## src/rtl/pic_cmd_seq.sv

```systemverilog
module pic_cmd_seq #(
  parameter bit IS_MASTER = 1'b1,
  parameter int DW = 8,
  parameter int PW = 3
) (
  input  logic          clk,
  input  logic          rst_n,
  input  logic          addr_i,
  input  logic          wr_i,
  input  logic          rd_i,
  input  logic [DW-1:0] wdata_i,
  output logic [DW-1:0] rdata_o,
  input  logic [DW-1:0] irr_i,
  input  logic [DW-1:0] isr_i,
  input  logic          win_valid_i,
  input  logic [PW-1:0] win_pin_i,
  output logic          poll_ack_o,
  output logic [PW-1:0] poll_pin_o,
  output logic          init_clr_o,
  output logic          ocw2_valid_o,
  output logic [DW-1:0] ocw2_o,
  output logic          ready_o,
  output logic [DW-1:0] imr_o,
  output logic [DW-1:0] base_o,
  output logic          aeoi_o,
  output logic          sfnm_o,
  output logic          smm_o
);
  localparam logic [1:0] ST_W1 = 2'd0, ST_W2 = 2'd1, ST_W3 = 2'd2, ST_W4 = 2'd3;
  localparam logic [DW-1:0] BASE_MASK = {{(DW-PW){1'b1}}, {PW{1'b0}}};

  logic [1:0] st_q;
  logic       poll_q, rsel_q;

  wire cmd_wr  = wr_i && !addr_i;
  wire dat_wr  = wr_i &&  addr_i;
  wire start   = cmd_wr && wdata_i[4];
  wire op_wr   = cmd_wr && !wdata_i[4] && ready_o;
  wire ocw3_wr = op_wr && wdata_i[3];
  wire ocw2_wr = op_wr && !wdata_i[3];
  wire w1_ok   = wdata_i[0] && !wdata_i[1];

  always_ff @(posedge clk) begin
    if (!rst_n) begin
      st_q         <= ST_W1;
      ready_o      <= 1'b0;
      imr_o        <= '0;
      base_o       <= '0;
      aeoi_o       <= 1'b0;
      sfnm_o       <= 1'b0;
      smm_o        <= 1'b0;
      poll_q       <= 1'b0;
      rsel_q       <= 1'b0;
      rdata_o      <= '0;
      poll_ack_o   <= 1'b0;
      poll_pin_o   <= '0;
      init_clr_o   <= 1'b0;
      ocw2_valid_o <= 1'b0;
      ocw2_o       <= '0;
    end else begin
      poll_ack_o   <= 1'b0;
      init_clr_o   <= start;
      ocw2_valid_o <= ocw2_wr;
      if (ocw2_wr) ocw2_o <= wdata_i;

      if (rd_i) begin
        if (poll_q) begin
          poll_q <= 1'b0;
          if (win_valid_i) begin
            rdata_o    <= DW'(8'h80) | DW'(win_pin_i);
            poll_ack_o <= 1'b1;
            poll_pin_o <= win_pin_i;
          end else begin
            rdata_o <= '0;
          end
        end else if (addr_i) begin
          rdata_o <= imr_o;
        end else begin
          rdata_o <= rsel_q ? isr_i : irr_i;
        end
      end

      if (start) begin
        imr_o   <= '0;
        poll_q  <= 1'b0;
        rsel_q  <= 1'b0;
        smm_o   <= 1'b0;
        ready_o <= 1'b0;
        st_q    <= w1_ok ? ST_W2 : ST_W1;
      end else if (ocw3_wr) begin
        if (wdata_i[6]) smm_o  <= wdata_i[5];
        if (wdata_i[1]) rsel_q <= wdata_i[0];
        if (wdata_i[2]) poll_q <= 1'b1;
      end

      if (dat_wr) begin
        case (st_q)
          ST_W2: begin
            base_o <= wdata_i & BASE_MASK;
            st_q   <= ST_W3;
          end
          ST_W3: st_q <= ST_W4;
          ST_W4: begin
            if (wdata_i[0]) begin
              aeoi_o  <= wdata_i[1];
              if (IS_MASTER) sfnm_o <= wdata_i[4];
              ready_o <= 1'b1;
              st_q    <= ST_W1;
            end
          end
          default: imr_o <= wdata_i;
        endcase
      end
    end
  end
endmodule

```

## config.mk

```make
export PLATFORM = sky130hd
export DESIGN_NAME = pic_cmd_seq
export DESIGN_NICKNAME = d
export VERILOG_FILES = /design/src/rtl/pic_cmd_seq.sv
export SDC_FILE = /design/constraint.sdc
export NUM_CORES = 1
export LEC_CHECK = 0
export ABC_CLOCK_PERIOD_IN_PS = 2400
export BUFFER_PORTS_ARGS = -buffer_cell sky130_fd_sc_hd__buf_2
export CORE_ASPECT_RATIO = 0.8
export CORE_MARGIN = 4
export CORE_UTILIZATION = 51
export CTS_BUF_LIST = sky130_fd_sc_hd__clkbuf_16
export CTS_CLUSTER_DIAMETER = 150
export CTS_CLUSTER_SIZE = 14
export DETAILED_ROUTE_END_ITERATION = 8
export PLACE_DENSITY = 0.84
export SLEW_MARGIN = 0
export SYNTH_ARGS = -nofsm -noshare
export SYNTH_HDL_FRONTEND = slang
export SYNTH_SLANG_ARGS = --single-unit
```

## constraint.sdc

```tcl
create_clock -name clk -period 2.4 [get_ports clk]
set_input_delay 0.48 -clock clk [delete_from_list [all_inputs] [get_ports clk]]
set_output_delay 0.48 -clock clk [all_outputs]
set_load 0.02 [all_outputs]
```

==> results.json <==
{
  "holdPathEnd": "imr_o[7]",
  "p_leak_uw": 0.00107,
  "cts_tree": "done",
  "drt_iter0_markers": 132,
  "wirelength_microns": 4870,
  "powerDensity_mw_per_mm2": 652,
  "globalRouteTotalUtil_pct": 20.7,
  "max_clock_freq_mhz": 707,
  "rows": 19,
  "crit_fanout": 9,
  "die_height_microns": 62.6,
  "path_class": "reg2reg",
  "core_area_sq_mm": 0.00352,
  "ir_drop_mv": 0.539,
  "mostFrequentLayoutCells": "buf_2 (71), dfxtp_1 (43), nor2_1 (18)",
  "power_uw": 1540,
  "start_util_pct": 54.0,
  "synthArstFlopShare_pct": 0,
  "cts_root_buffer": "clkbuf_16",
  "cts_resized": 0,
  "h-tree-depth": 2,
  "met3_usage_pct": 6.05,
  "ff2ff_path_depth": 3,
  "busiest_layer": "met2",
  "yosys.area.top_type": "dfxtp_1",
  "hold_path_depth": 2,
  "synth_top_flop_cell": "dfxtp_1",
  "numCtsBuffers": 5,
  "dieArea_sq_mm": 0.00477,
  "nets": 298,
  "fillerInstances": 286,
  "routedWlPerCell_microns": 15.8,
  "portBuffers": 71,
  "hold_path.class": "in2reg",
  "grt_max_degree": 24,
  "setup_violations": 0,
  "worstPathArrival_ns": 1.57,
  "antenna_cells": 0,
  "yosysUniqueCellTypes": 37,
  "setup_tns_ns": 0,
  "cp_slowest_cell": "dfxtp_1",
  "place_congestion": 0.830,
  "slowest_delay_ns": 0.61,
  "postRouteAntennaNets": 0,
  "period_minus_slack_ns": 1.41,
  "grt_use_met2_pct": 30.9,
  "grt-ovfl-total": 0,
  "syn_avg_cell_area_sq_um": 9.46,
  "drv_cap": 0,
  "grt_pass1_wl_microns": 8100,
  "ctsHoldBuffers": 0,
  "maxSlewViolCount": 0,
  "mostFrequentLayoutCell": "buf_2",
  "ys_ff_latch": 43,
  "synth-seq-area-share_pct": 45.3,
  "clk_latency_ns": 0.29,
  "syn_to_final_growth_pct": 24.4,
  "r2r_start": "rsel_q",
  "synth_warnings": 0,
  "syn_inst": 201,
  "cts_post_setup_buffers_inserted": 0,
  "num_vias": 1790,
  "finalCritPeriodShare_pct": 58.9,
  "hold_viol_final": 0,
  "firstDrtPassIters": 4,
  "pin_count": 75,
  "r2r_slack_ns": 0.99,
  "cts.path.max_buffers": 2,
  "status": "finished, final reports clean",
  "rsz0062_at_grt": "false",
  "post-route-drc-count": 0,
  "yosys-top-cells-area": "dfxtp_1 (45%), mux2i_1 (6.8%), a21oi_1 (3.9%)",
  "vias_per_cell": 5.81,
  "grt_pass1_vias": 1673,
  "drive_above_1_share_pct": 33.1,
  "syn-cell-area_sq_mm": 0.00190,
  "cts.clk_slew.worst_paths_ns": 0.06,
  "dp_hpwl_microns": 3430,
  "crit_chain": "mux2_2, o211ai_1, a31oi_1",
  "yosys.area.top_type_share_pct": 45.3,
  "worst_ep_required_time_ns": 2.56,
  "hold_start": "wdata_i[7]",
  "antenna_found_initial": 0,
  "die_width_microns": 76.3,
  "worst_setup_path_end_kind": "flop",
  "grt_util_met1_pct": 28.2,
  "skew_ns": 0.00499,
  "synth_edf_count": 0,
  "start_kind": "flop",
  "r2r-end": "rdata_o[7]",
  "clock-sinks": 43
}
[cell families (layout without fill, tap and decap cells)]
kind of cell           count (synthesis)  in the layout  synth area share [%]
flip-flops                            43             43                  45.3
AND/OR/NAND/NOR                       74             74                  23.9
AO/OA/AOI/OAI                         47             47                  15.7
multiplexers                          17             17                  9.22
other                                  1              3                 0.197
buffers and inverters                 19             82                  5.66
[synthesized netlist by cell type (2+ instances only)]
cell       count
buf_4          7
dfxtp_1       43
mux2_2         4
buf_2          2
nand2b_1       3
nand4b_1       4
a2bb2oi_1      3
nand3_1        7
and3_1         3
nand4_1        4
nor2_1        18
a31oi_1        8
clkbuf_1       7
mux2i_1       13
nand2_1       15
o2bb2ai_1      2
a21oi_1       15
or3_1          4
o21ai_0       11
a32o_1         5
and4bb_2       2
nand3b_1       6
[worst max-delay path, delay by kind of cell (launching register included)]
kind               cells  cell delay (ns)
muxes                  1             0.40
AOI/OAI and AO/OA      2             0.27
DFF                    1             0.61
[worst max-delay path by stage]
stage,to,start
finish,rdata_o[7],rsel_q
global route,rdata_o[7],rsel_q
CTS,rdata_o[7],rsel_q
detailed placement,ocw2_o[5],addr_i
global placement,ocw2_o[3],addr_i
floorplan,ocw2_o[3],wr_i
[registers in the layout, indices dropped and copies added, names as in the netlist]
| register | count |
|---|---|
| base_o | 5 |
| init_clr_o | 1 |
| rdata_o | 8 |
| ready_o | 1 |
| ocw2_o | 8 |
| smm_o | 1 |
| st_q | 2 |
| imr_o | 8 |
| sfnm_o | 1 |
| poll_pin_o | 3 |
| rsel_q | 1 |
| poll_ack_o | 1 |
| aeoi_o | 1 |
| ocw2_valid_o | 1 |
| poll_q | 1 |
[area by class of cell]
class,count,area (sq um),area share (%)
clock buffers,5,125,5.29
clock inverters,3,15.0,0.635
inverters,2,7.51,0.318
multi-input cells,141,940,39.8
flip-flops and latches,43,861,36.4
well taps,42,52.6,2.22
repair buffers,72,363,15.4
[per-layer routing]
layer	routed length (microns)	part of all wire, %
met3	431	8.9
met2	2180	45
met5	0	0
met4	62	1.3
met1	2200	45
[power by group]
| part | switching (uW) | leakage, uW | total, uW | internal [uW] |
|---|---|---|---|---|
| Combinational | 96.9 | 0.000656 | 158 | 60.8 |
| Clock | 266 | 0.0000649 | 644 | 378 |
| Sequential | 10.8 | 0.000349 | 740 | 729 |
[per-stage QoR]
step	worst slack [ns]	instances	hold WS [ns]	util, %	cell area (sq um)
3_5_place_dp	0.751	300	0.467	63.2	2220
3_3_place_gp	0.797	300	0.458	63.2	2220
2_1_floorplan	1.07	203	0.544	-	1910
6_report	0.985	308	0.446	67.2	2360
5_1_grt	0.895	308	0.454	67.2	2360
4_1_cts	0.971	308	0.450	67.2	2360
Power figures use the tool's default switching activity.
